$ cat config.mk
export PLATFORM = sky130hd
export DESIGN_NAME = spi_mcs_master
export DESIGN_NICKNAME = d
export VERILOG_FILES = /design/src/rtl/spi_mcs_pkg.sv /design/src/rtl/spi_mcs_cfg.sv /design/src/rtl/spi_mcs_tick.sv /design/src/rtl/spi_mcs_shift.sv /design/src/rtl/spi_mcs_master.sv
export SDC_FILE = /design/constraint.sdc
export NUM_CORES = 1
export LEC_CHECK = 0
export ABC_AREA = 0
export BUFFER_PORTS_ARGS = -buffer_cell sky130_fd_sc_hd__buf_2
export CAP_MARGIN = 20
export CORE_MARGIN = 5
export CORE_UTILIZATION = 52
export DETAILED_ROUTE_END_ITERATION = 16
export GPL_TIMING_DRIVEN = 0
export PLACE_DENSITY = 0.87
export SYNTH_ARGS = -nofsm -noshare
export SYNTH_HDL_FRONTEND = slang
export SYNTH_SLANG_ARGS = --single-unit
$ cat constraint.sdc
create_clock -name clk_i -period 1.85 [get_ports clk_i]
set_input_delay 0.37 -clock clk_i [delete_from_list [all_inputs] [get_ports clk_i]]
set_output_delay 0.37 -clock clk_i [all_outputs]
set_load 0.01 [all_outputs]
$ cat src/rtl/spi_mcs_pkg.sv
package spi_mcs_pkg;
  typedef struct packed {
    logic nph;
    logic pol;
  } sel_mode_t;

  typedef enum logic [1:0] {
    ST_IDLE,
    ST_ARM,
    ST_RUN,
    ST_TAIL
  } xfer_state_e;
endpackage

$ cat src/rtl/spi_mcs_cfg.sv
module spi_mcs_cfg
  import spi_mcs_pkg::*;
#(
  parameter int NUM_SEL = 4,
  parameter int DIV_W   = 8,
  parameter int ADDR_W  = 3
) (
  input  logic              clk_i,
  input  logic              rst_ni,
  input  logic              we_i,
  input  logic [ADDR_W-1:0] addr_i,
  input  logic [DIV_W-1:0]  wdata_i,
  output sel_mode_t         mode_o [NUM_SEL],
  output logic [DIV_W-1:0]  div_o
);
  localparam logic [ADDR_W-1:0] DIV_ADDR = ADDR_W'(NUM_SEL);

  for (genvar g = 0; g < NUM_SEL; g++) begin : g_entry
    sel_mode_t mode_q;
    always_ff @(posedge clk_i or negedge rst_ni) begin
      if (!rst_ni)                                 mode_q <= '0;
      else if (we_i && addr_i == ADDR_W'(g))       mode_q <= sel_mode_t'(wdata_i[1:0]);
    end
    assign mode_o[g] = mode_q;
  end

  logic [DIV_W-1:0] div_q;
  always_ff @(posedge clk_i or negedge rst_ni) begin
    if (!rst_ni)                          div_q <= '0;
    else if (we_i && addr_i == DIV_ADDR)  div_q <= wdata_i;
  end
  assign div_o = div_q;
endmodule

$ cat src/rtl/spi_mcs_tick.sv
module spi_mcs_tick #(
  parameter int DIV_W = 8
) (
  input  logic             clk_i,
  input  logic             rst_ni,
  input  logic             run_i,
  input  logic [DIV_W-1:0] div_i,
  output logic             tick_o
);
  logic [DIV_W-1:0] cnt_q;

  always_ff @(posedge clk_i or negedge rst_ni) begin
    if (!rst_ni)            cnt_q <= '0;
    else if (!run_i)        cnt_q <= div_i;
    else if (cnt_q == '0)   cnt_q <= div_i;
    else                    cnt_q <= cnt_q - 1'b1;
  end

  assign tick_o = run_i && (cnt_q == '0);

  assert_tick_bound_R7: assert property (@(posedge clk_i) disable iff (!rst_ni)
    run_i && !tick_o |=> cnt_q == $past(cnt_q) - 1'b1 || !run_i);
endmodule

$ cat src/rtl/spi_mcs_shift.sv
module spi_mcs_shift #(
  parameter int DATA_W = 8
) (
  input  logic              clk_i,
  input  logic              rst_ni,
  input  logic              load_i,
  input  logic [DATA_W-1:0] tx_i,
  input  logic              edge_i,
  input  logic              nph_i,
  input  logic              miso_i,
  output logic              mosi_o,
  output logic [DATA_W-1:0] rx_o,
  output logic              last_o
);
  localparam int EDGE_W = $clog2(2 * DATA_W);
  localparam logic [EDGE_W-1:0] LAST = EDGE_W'(2 * DATA_W - 1);

  logic [DATA_W-1:0] tx_sh, rx_sh;
  logic [EDGE_W-1:0] edge_q;
  logic leading, capt_now, shift_now;

  // even edge index = leading edge
  assign leading   = ~edge_q[0];
  assign capt_now  = nph_i ? leading : ~leading;
  assign shift_now = nph_i ? (~leading && edge_q != LAST) : (leading && edge_q != '0);

  always_ff @(posedge clk_i or negedge rst_ni) begin
    if (!rst_ni) begin
      tx_sh  <= '0;
      rx_sh  <= '0;
      edge_q <= '0;
    end else if (load_i) begin
      tx_sh  <= tx_i;
      rx_sh  <= '0;
      edge_q <= '0;
    end else if (edge_i) begin
      edge_q <= edge_q + 1'b1;
      if (shift_now) tx_sh <= {tx_sh[DATA_W-2:0], 1'b0};
      if (capt_now)  rx_sh <= {rx_sh[DATA_W-2:0], miso_i};
    end
  end

  assign mosi_o = tx_sh[DATA_W-1];
  assign rx_o   = rx_sh;
  assign last_o = edge_i && (edge_q == LAST);

  assert_mosi_hold_R5: assert property (@(posedge clk_i) disable iff (!rst_ni)
    !load_i && !edge_i |=> $stable(mosi_o));
  assert_capture_kind_R6: assert property (@(posedge clk_i) disable iff (!rst_ni)
    edge_i && !capt_now && !load_i |=> $stable(rx_sh));
endmodule

$ cat src/rtl/spi_mcs_master.sv
module spi_mcs_master
  import spi_mcs_pkg::*;
#(
  parameter int NUM_SEL = 4,
  parameter int DATA_W  = 8,
  parameter int DIV_W   = 8,
  localparam int SEL_W  = $clog2(NUM_SEL),
  localparam int ADDR_W = $clog2(NUM_SEL + 1)
) (
  input  logic              clk_i,
  input  logic              rst_ni,
  input  logic              cfg_we_i,
  input  logic [ADDR_W-1:0] cfg_addr_i,
  input  logic [DIV_W-1:0]  cfg_wdata_i,
  input  logic              start_i,
  input  logic [SEL_W-1:0]  sel_i,
  input  logic [DATA_W-1:0] tx_i,
  output logic              ready_o,
  output logic              done_o,
  output logic [DATA_W-1:0] rx_o,
  output logic              sck_o,
  output logic              mosi_o,
  input  logic              miso_i,
  output logic [NUM_SEL-1:0] cs_no
);
  sel_mode_t        cfg_mode [NUM_SEL];
  logic [DIV_W-1:0] cfg_div;

  spi_mcs_cfg #(.NUM_SEL(NUM_SEL), .DIV_W(DIV_W), .ADDR_W(ADDR_W)) u_cfg (
    .clk_i, .rst_ni,
    .we_i(cfg_we_i), .addr_i(cfg_addr_i), .wdata_i(cfg_wdata_i),
    .mode_o(cfg_mode), .div_o(cfg_div)
  );

  xfer_state_e      state_q;
  sel_mode_t        mode_q;
  logic [SEL_W-1:0] sel_q;
  logic [DIV_W-1:0] div_q;
  logic             sck_q, done_q;
  logic [DATA_W-1:0] rx_q, rx_sh;
  logic [NUM_SEL-1:0] cs_q;
  logic accept, tick, last_edge, run;

  assign accept = (state_q == ST_IDLE) && start_i;
  assign run    = (state_q == ST_RUN) || (state_q == ST_TAIL);

  spi_mcs_tick #(.DIV_W(DIV_W)) u_tick (
    .clk_i, .rst_ni, .run_i(run), .div_i(div_q), .tick_o(tick)
  );

  spi_mcs_shift #(.DATA_W(DATA_W)) u_shift (
    .clk_i, .rst_ni,
    .load_i(accept), .tx_i(tx_i),
    .edge_i(tick && state_q == ST_RUN), .nph_i(mode_q.nph),
    .miso_i(miso_i), .mosi_o(mosi_o), .rx_o(rx_sh), .last_o(last_edge)
  );

  always_ff @(posedge clk_i or negedge rst_ni) begin
    if (!rst_ni) begin
      state_q <= ST_IDLE;
      mode_q  <= '0;
      sel_q   <= '0;
      div_q   <= '0;
      sck_q   <= 1'b0;
      done_q  <= 1'b0;
      rx_q    <= '0;
    end else begin
      done_q <= 1'b0;
      unique case (state_q)
        ST_IDLE: if (start_i) begin
          sel_q   <= sel_i;
          mode_q  <= cfg_mode[sel_i];
          div_q   <= cfg_div;
          sck_q   <= cfg_mode[sel_i].pol;  // settle idle level before select
          state_q <= ST_ARM;
        end
        ST_ARM: state_q <= ST_RUN;
        ST_RUN: if (tick) begin
          sck_q <= ~sck_q;
          if (last_edge) state_q <= ST_TAIL;
        end
        ST_TAIL: if (tick) begin
          rx_q    <= rx_sh;
          done_q  <= 1'b1;
          state_q <= ST_IDLE;
        end
        default: state_q <= ST_IDLE;
      endcase
    end
  end

  for (genvar g = 0; g < NUM_SEL; g++) begin : g_cs
    always_ff @(posedge clk_i or negedge rst_ni) begin
      if (!rst_ni)                                     cs_q[g] <= 1'b1;
      else if (state_q == ST_ARM)                      cs_q[g] <= (sel_q != SEL_W'(g));
      else if (state_q == ST_TAIL && tick)             cs_q[g] <= 1'b1;
    end
  end

  assign ready_o = (state_q == ST_IDLE);
  assign done_o  = done_q;
  assign rx_o    = rx_q;
  assign sck_o   = sck_q;
  assign cs_no   = cs_q;

  assert_cs_onehot_R4: assert property (@(posedge clk_i) disable iff (!rst_ni)
    $onehot0(~cs_no));
  assert_cs_idle_R4: assert property (@(posedge clk_i) disable iff (!rst_ni)
    ready_o |-> &cs_no);
  assert_cs_steady_R4: assert property (@(posedge clk_i) disable iff (!rst_ni)
    !(&cs_no) |=> (&cs_no) || $stable(cs_no));
  assert_sck_settled_R3: assert property (@(posedge clk_i) disable iff (!rst_ni)
    $fell(&cs_no) |-> $stable(sck_o) && sck_o == mode_q.pol);
  assert_sck_home_R3: assert property (@(posedge clk_i) disable iff (!rst_ni)
    done_o |-> sck_o == mode_q.pol);
  assert_sck_paced_R7: assert property (@(posedge clk_i) disable iff (!rst_ni)
    !tick && !accept |=> $stable(sck_o));
  assert_done_pulse_R8: assert property (@(posedge clk_i) disable iff (!rst_ni)
    done_o |=> !done_o);
  assert_done_ready_R8: assert property (@(posedge clk_i) disable iff (!rst_ni)
    done_o |-> ready_o);
  assert_rx_only_done_R6: assert property (@(posedge clk_i) disable iff (!rst_ni)
    !$stable(rx_o) |-> done_o);
  assert_mode_held_R9: assert property (@(posedge clk_i) disable iff (!rst_ni)
    !ready_o && !accept |=> $stable(mode_q) || ready_o);
endmodule

Word-level counts from Yosys, hierarchy flattened:

Index checks and enable logic that the tools add are counted.

* logic and storage cells: 105
* input port bits: 26
* flip-flop bits (word level): 71
* output and inout bits: 16

* $lt $le $gt $ge: 1
* muxes and demuxes: 30
* reduce and logical (&&, ||, !) cells: 29
* bitwise operators: 3
* add/sub/neg operators: 2
* eq/ne operators: 16

Operators by type and width (number)
* $mux W8: 8
* $logic_and A1 B1 Y1: 12
* $mux W2: 6
* $ne A2 B2 Y1 const B: 6
* $reduce_bool A2 Y1: 6
* $mux W1: 11
* $logic_not A8 Y1: 1
* $mux W4: 2
* $pmux W2 S4: 1
* $reduce_and A2 Y1: 4
* $sub A8 B1 Y8 const B: 1
* $eq A3 B2 Y1 const B: 2
* $add A4 B1 Y4 const B: 1
* $bmux W2 S2: 1
* $eq A2 B2 Y1 const B: 2
* $eq A4 B4 Y1 const B: 1
* $ne A4 B4 Y1 const B: 1
* $reduce_and A4 Y1: 1
* $reduce_bool A4 Y1: 1
* $eq A3 B1 Y1 const B: 1
* $eq A3 B3 Y1 const B: 1
* $ge A3 B3 Y1 const B: 1
* $logic_not A3 Y1: 1
* $not A2 Y3: 1
* 7 further kinds: 8

Longest topological paths before layout:

* depth in word-level cells: 8
* depth in mapped cells: 7
* gate-level depth less buffers: 6

By module:

Synthesis repeated with hierarchy kept, for this count alone.

* cell total of the unflattened synthesis: 281
* area, all modules: 3432.0 um2

By module, submodules not included
* spi_mcs_master: seq. area each 680.7 um2, area an instance 1208.7 um2, cells each 89, instances 1
* spi_mcs_shift: seq. area each 500.5 um2, area an instance 1064.8 um2, cells each 106, instances 1
* spi_mcs_cfg: seq. area each 400.4 um2, area an instance 686.9 um2, cells each 38, instances 1
* spi_mcs_tick: seq. area each 200.2 um2, area an instance 471.7 um2, cells each 48, instances 1

Least setup slack after synthesis:

Ideal clock, no wire load.

* path type: reg-to-reg
* start: register u_tick.cnt_q[3]
* end: register state_q[1]
* stages on the path, launching flop included: 5
* data arrival time: 1.678 ns
* path buffers: 0
* data required time: 1.725 ns
* setup slack: 0.047 ns
* library setup time: 0.125 ns
* path through: dfrtp_1 -> nor4_4 -> a31oi_4 -> a221oi_2 -> mux2_2

* cells in the longest elaborated chain, start to end: 6
* elaborated cells on any way between the ends: 8
* classes of those cells: eq/ne: 3; reduce/logical: 5

Ends and longest elaborated chain
* start, declared: RTL line spi_mcs_tick.sv:10 `logic [DIV_W-1:0] cnt_q;`
* start signal, assigned: RTL line spi_mcs_tick.sv:14 `else if (!run_i) cnt_q <= div_i;`
* start signal, assigned: RTL line spi_mcs_tick.sv:15 `else if (cnt_q == '0) cnt_q <= div_i;`
* start signal, assigned: RTL line spi_mcs_tick.sv:16 `else cnt_q <= cnt_q - 1'b1;`
* $logic_not A8 Y1 *: RTL line spi_mcs_tick.sv:19 `assign tick_o = run_i && (cnt_q == '0);`
* $logic_and A1 B1 Y1 *: RTL line spi_mcs_tick.sv:19
* $logic_and A1 B1 Y1: RTL line spi_mcs_master.sv:54 `.edge_i(tick && state_q == ST_RUN), .nph_i(mode_q.nph),`
* $logic_and A1 B1 Y1: RTL line spi_mcs_shift.sv:45 `assign last_o = edge_i && (edge_q == LAST);`
* $ne A2 B2 Y1 (no source line)
* $reduce_and A4 Y1 (no source line) *
* end signal, assigned: RTL line spi_mcs_master.sv:60 `state_q <= ST_IDLE;`
* end signal, assigned: RTL line spi_mcs_master.sv:75 `state_q <= ST_ARM;`
* end signal, assigned: RTL line spi_mcs_master.sv:77 `ST_ARM: state_q <= ST_RUN;`
* end, declared: RTL line spi_mcs_master.sv:35 `xfer_state_e state_q;`

Mark *: on every way between the ends. The rest lies on a longest branch, timed or not.
A chain may end at the register's enable or synchronous reset.

Worst setup path after layout:

* start: register u_tick.cnt_q[5]
* end: register state_q[1]

Same word-level chain as after synthesis.

==> results.cfg <==
[floorplan]
die-area_sq_um = 7980
die_h_um = 89.3
ios = 42
start_util = 0.524
core_sq_um = 6240
die_w_um = 89.3
core.rowCount = 29

[yosys]
synth_top_area_cell = dfrtp_1
synth_compound_area_frac = 0.0910
syn_avg_cell_area_sq_um = 11.2
synth_mux_area_frac = 0.135
synthArstFlopShare = 1.00
synth_top_area_frac = 0.512
synth_cell_types = 43
synth-xor-area-share = 0.0268
ys.flop_type = dfrtp_1
synthAdderAreaFrac = 0.0306
synth_seq_cells = 71
yosys.area_share.simple = 0.142
yosys_warnings = 0
syn-num-nets = 327
yosysMostFrequentCell = dfrtp_1
ys_top_cells_by_count = dfrtp_1, nand2_1, nor2_1
netlist_top_cells_area = dfrtp_1, mux2_2, nand2_1
ys_seq_area_frac = 0.544
syn_area_sq_um = 3270
synth-edff-count = 0
synth_top_family_by_area = simple AND/OR/NAND/NOR gates
netlist_instances = 293

[sta]
slew_violations = 0
rsz0062_at_grt = true
finalSetupViolCount = 0
max_freq_mhz = 559
period_minus_slack_ps = 1790
relSlewSlack = 0.421
worstMarginPinSlew_ps = 869
fin_ws_ps = 60.9
clock_skew_ps = 14.4
period_share = 0.967
finalHoldViolations = 0
setup_tns_ps = 0

[worst_setup_path]
r2r-end = state_q[1]
worstSetupEndpoint = state_q[1]
reg2reg_depth = 4
cp_max_fo = 8
start_kind = flop
crit_required_ps = 2090
critPathTopFamily = compound AO/OA/AOI/OAI gates
crit_slowest_cell = dfrtp_1
crit_chain = nor4_4, a31oi_4, a221oi_2, mux2_4
crit_start = u_tick.cnt_q[5]
cp_num_buf_inv = 0
r2r_start = u_tick.cnt_q[5]
critical_path_class = reg2reg
slowest_delay_ps = 430
crit_arrival_ps = 2030
cp_num_cells = 4
rrSetupSlack_ps = 60
end_kind = flop

[pwr]
cellPowerDensity_nw_per_um2 = 1470
p_total_mw = 5.66
internal_power_mw = 3.62
ir_worst_vdd_v = 0.00106
pwr-share-clk = 0.221
comb_power_share = 0.347
seq_power_share = 0.432
leakagePower_nw = 1.89
sw_frac_of_total = 0.361
power.switching_mw = 2.04

[cts]
htree_levels = 3
cts_root_buf = clkbuf_8
path_clk_slew_ps = 80
clock_latency_ps = 360
hold_buffers = 0
cts_buffers = 9
cts_tree = yes
clock_path_buffers = 2
cts_sinks = 71

[routing]
firstDrtPassIters = 4
drt_iter0_drc = 96
vias_per_cell = 5.52
ant_nets = 0
drc = 0
wl_per_cell_um = 15.3
drt_wl_total_um = 6550
dr_total_vias = 2367

[global_route]
grt_max_degree = 72
grt-ovfl-total = 0
track_usage = 0.176
antenna_found_initial = 0
grt_pass1_wl_um = 10700
grt_pass1_vias = 2311

[final_layout]
multi_input_area_sq_um = 1430
regArea_sq_um = 1780
postLayoutCellArea_sq_um = 3840
area_growth_pct = 17.2
utilization = 0.615
fillCellCount = 491
antenna_cells = 0
nets = 381
drive_gt1_frac = 0.318

[run]
maxCapViolCount = 0

[placement]
dpl_cell_area_sq_um = 3580
port_buffers = 41
place_ws_ps = -207
gp_congestion = 0.862
hpwl_um = 4550

[run_status]
outcome = finished clean

[worst_hold_path]
min_path_type = in2async
==> repair_timing <==
action	CTS	global route
resized for setup	6	9
pin swaps	2	1
buffers inserted	4	0
setup endpoints to repair	45	35
==> cell families (layout without fill, tap and decap cells) <==
kind of cell	after synthesis	in the layout
and+or+nand+nor	100	100
xor gates and xnor gates	10	10
muxes	36	36
adders and majority gates	8	8
AOI/OAI and AO/OA	46	46
DFF	71	71
buffers and inverters	22	81
==> power groups by stage <==
stage | sequential, mW | combinational [mW] | clock (mW)
2_1_floorplan | 2.41 | 1.34 | 0
3_3_place_gp | 2.43 | 1.74 | 0
3_5_place_dp | 2.46 | 1.83 | 0
4_1_cts | 2.43 | 1.90 | 1.26
5_1_grt | 2.51 | 2.20 | 1.34
6_report | 2.44 | 1.96 | 1.25
==> layout make-up <==
type                            instances  area share
Buffer                                  8      0.0130
Clock buffer                           11      0.0368
Clock inverter                          5      0.0147
Inverter                               12      0.0117
Multi-Input combinational cell        200       0.372
Sequential cell                        71       0.464
Tap cell                               77      0.0251
Timing Repair Buffer                   45      0.0619
==> worst reg2reg max path, stage by stage (launching register included) <==
cell	delay, ps
dfrtp_1	430
nor4_4	390
a31oi_4	210
a221oi_2	320
mux2_4	340
==> how the worst min path moves through the flow <==
stage | from | end | slack [ps] | cells past startpoint
after floorplan | rst_ni | div_q[0] | 70 | 0
after global placement | u_cfg.div_o[6] | div_q[6] | 450 | 2
after detailed placement | u_cfg.div_o[1] | div_q[1] | 460 | 2
after CTS | rst_ni | rx_o[1] | 150 | 1
after global routing | rst_ni | rx_o[6] | 190 | 1
final | rst_ni | u_shift.rx_o[2] | 110 | 1
==> stage by stage <==
step                      hold WS (ps)  instances
after floorplan                   74.4        293
after global placement             449        411
after detailed placement           455        411
after CTS                          152        430
after global routing               185        429
final                              113        429
==> sequential cells by signal, summed over array words and instances (netlist names), 4 cells and up <==
register and count:
div_q 8, rx_o 8, u_cfg.div_o 8, u_cfg.mode_o 8, u_shift.rx_o 8, u_shift.tx_sh 8, u_tick.cnt_q 8, cs_no 4
u_shift.edge_q 4
==> cells in the final DEF (no fill, tap or decap), types with 2 or more instances in the layout <==
| cell type | instances |
|---|---|
| dfstp_2 | 4 |
| ha_1 | 6 |
| nand3_1 | 4 |
| o32a_1 | 2 |
| a31oi_1 | 7 |
| nor2_1 | 34 |
| clkbuf_8 | 10 |
| buf_2 | 40 |
| clkinv_2 | 2 |
| a32oi_1 | 2 |
| nor3b_1 | 2 |
| mux2i_1 | 9 |
| mux2_4 | 8 |
| nand2_1 | 40 |
| xnor2_1 | 5 |
| o21ai_0 | 12 |
| and3_1 | 3 |
| mux2_2 | 17 |
| xor2_1 | 5 |
| and2_2 | 2 |
| mux4_2 | 2 |
| buf_4 | 5 |
| inv_1 | 12 |
| nor3_1 | 4 |
| clkbuf_2 | 4 |
| a21oi_1 | 15 |
| clkbuf_1 | 2 |
| dfrtp_1 | 67 |
| buf_6 | 2 |
==> metal layers <==
layer,GRT usage,routed length (um)
met1,0.217,2820
met5,0,0
met2,0.295,3290
met3,0.0507,330
met4,0.0609,101
No activity file was read; power rests on OpenSTA's default activity.
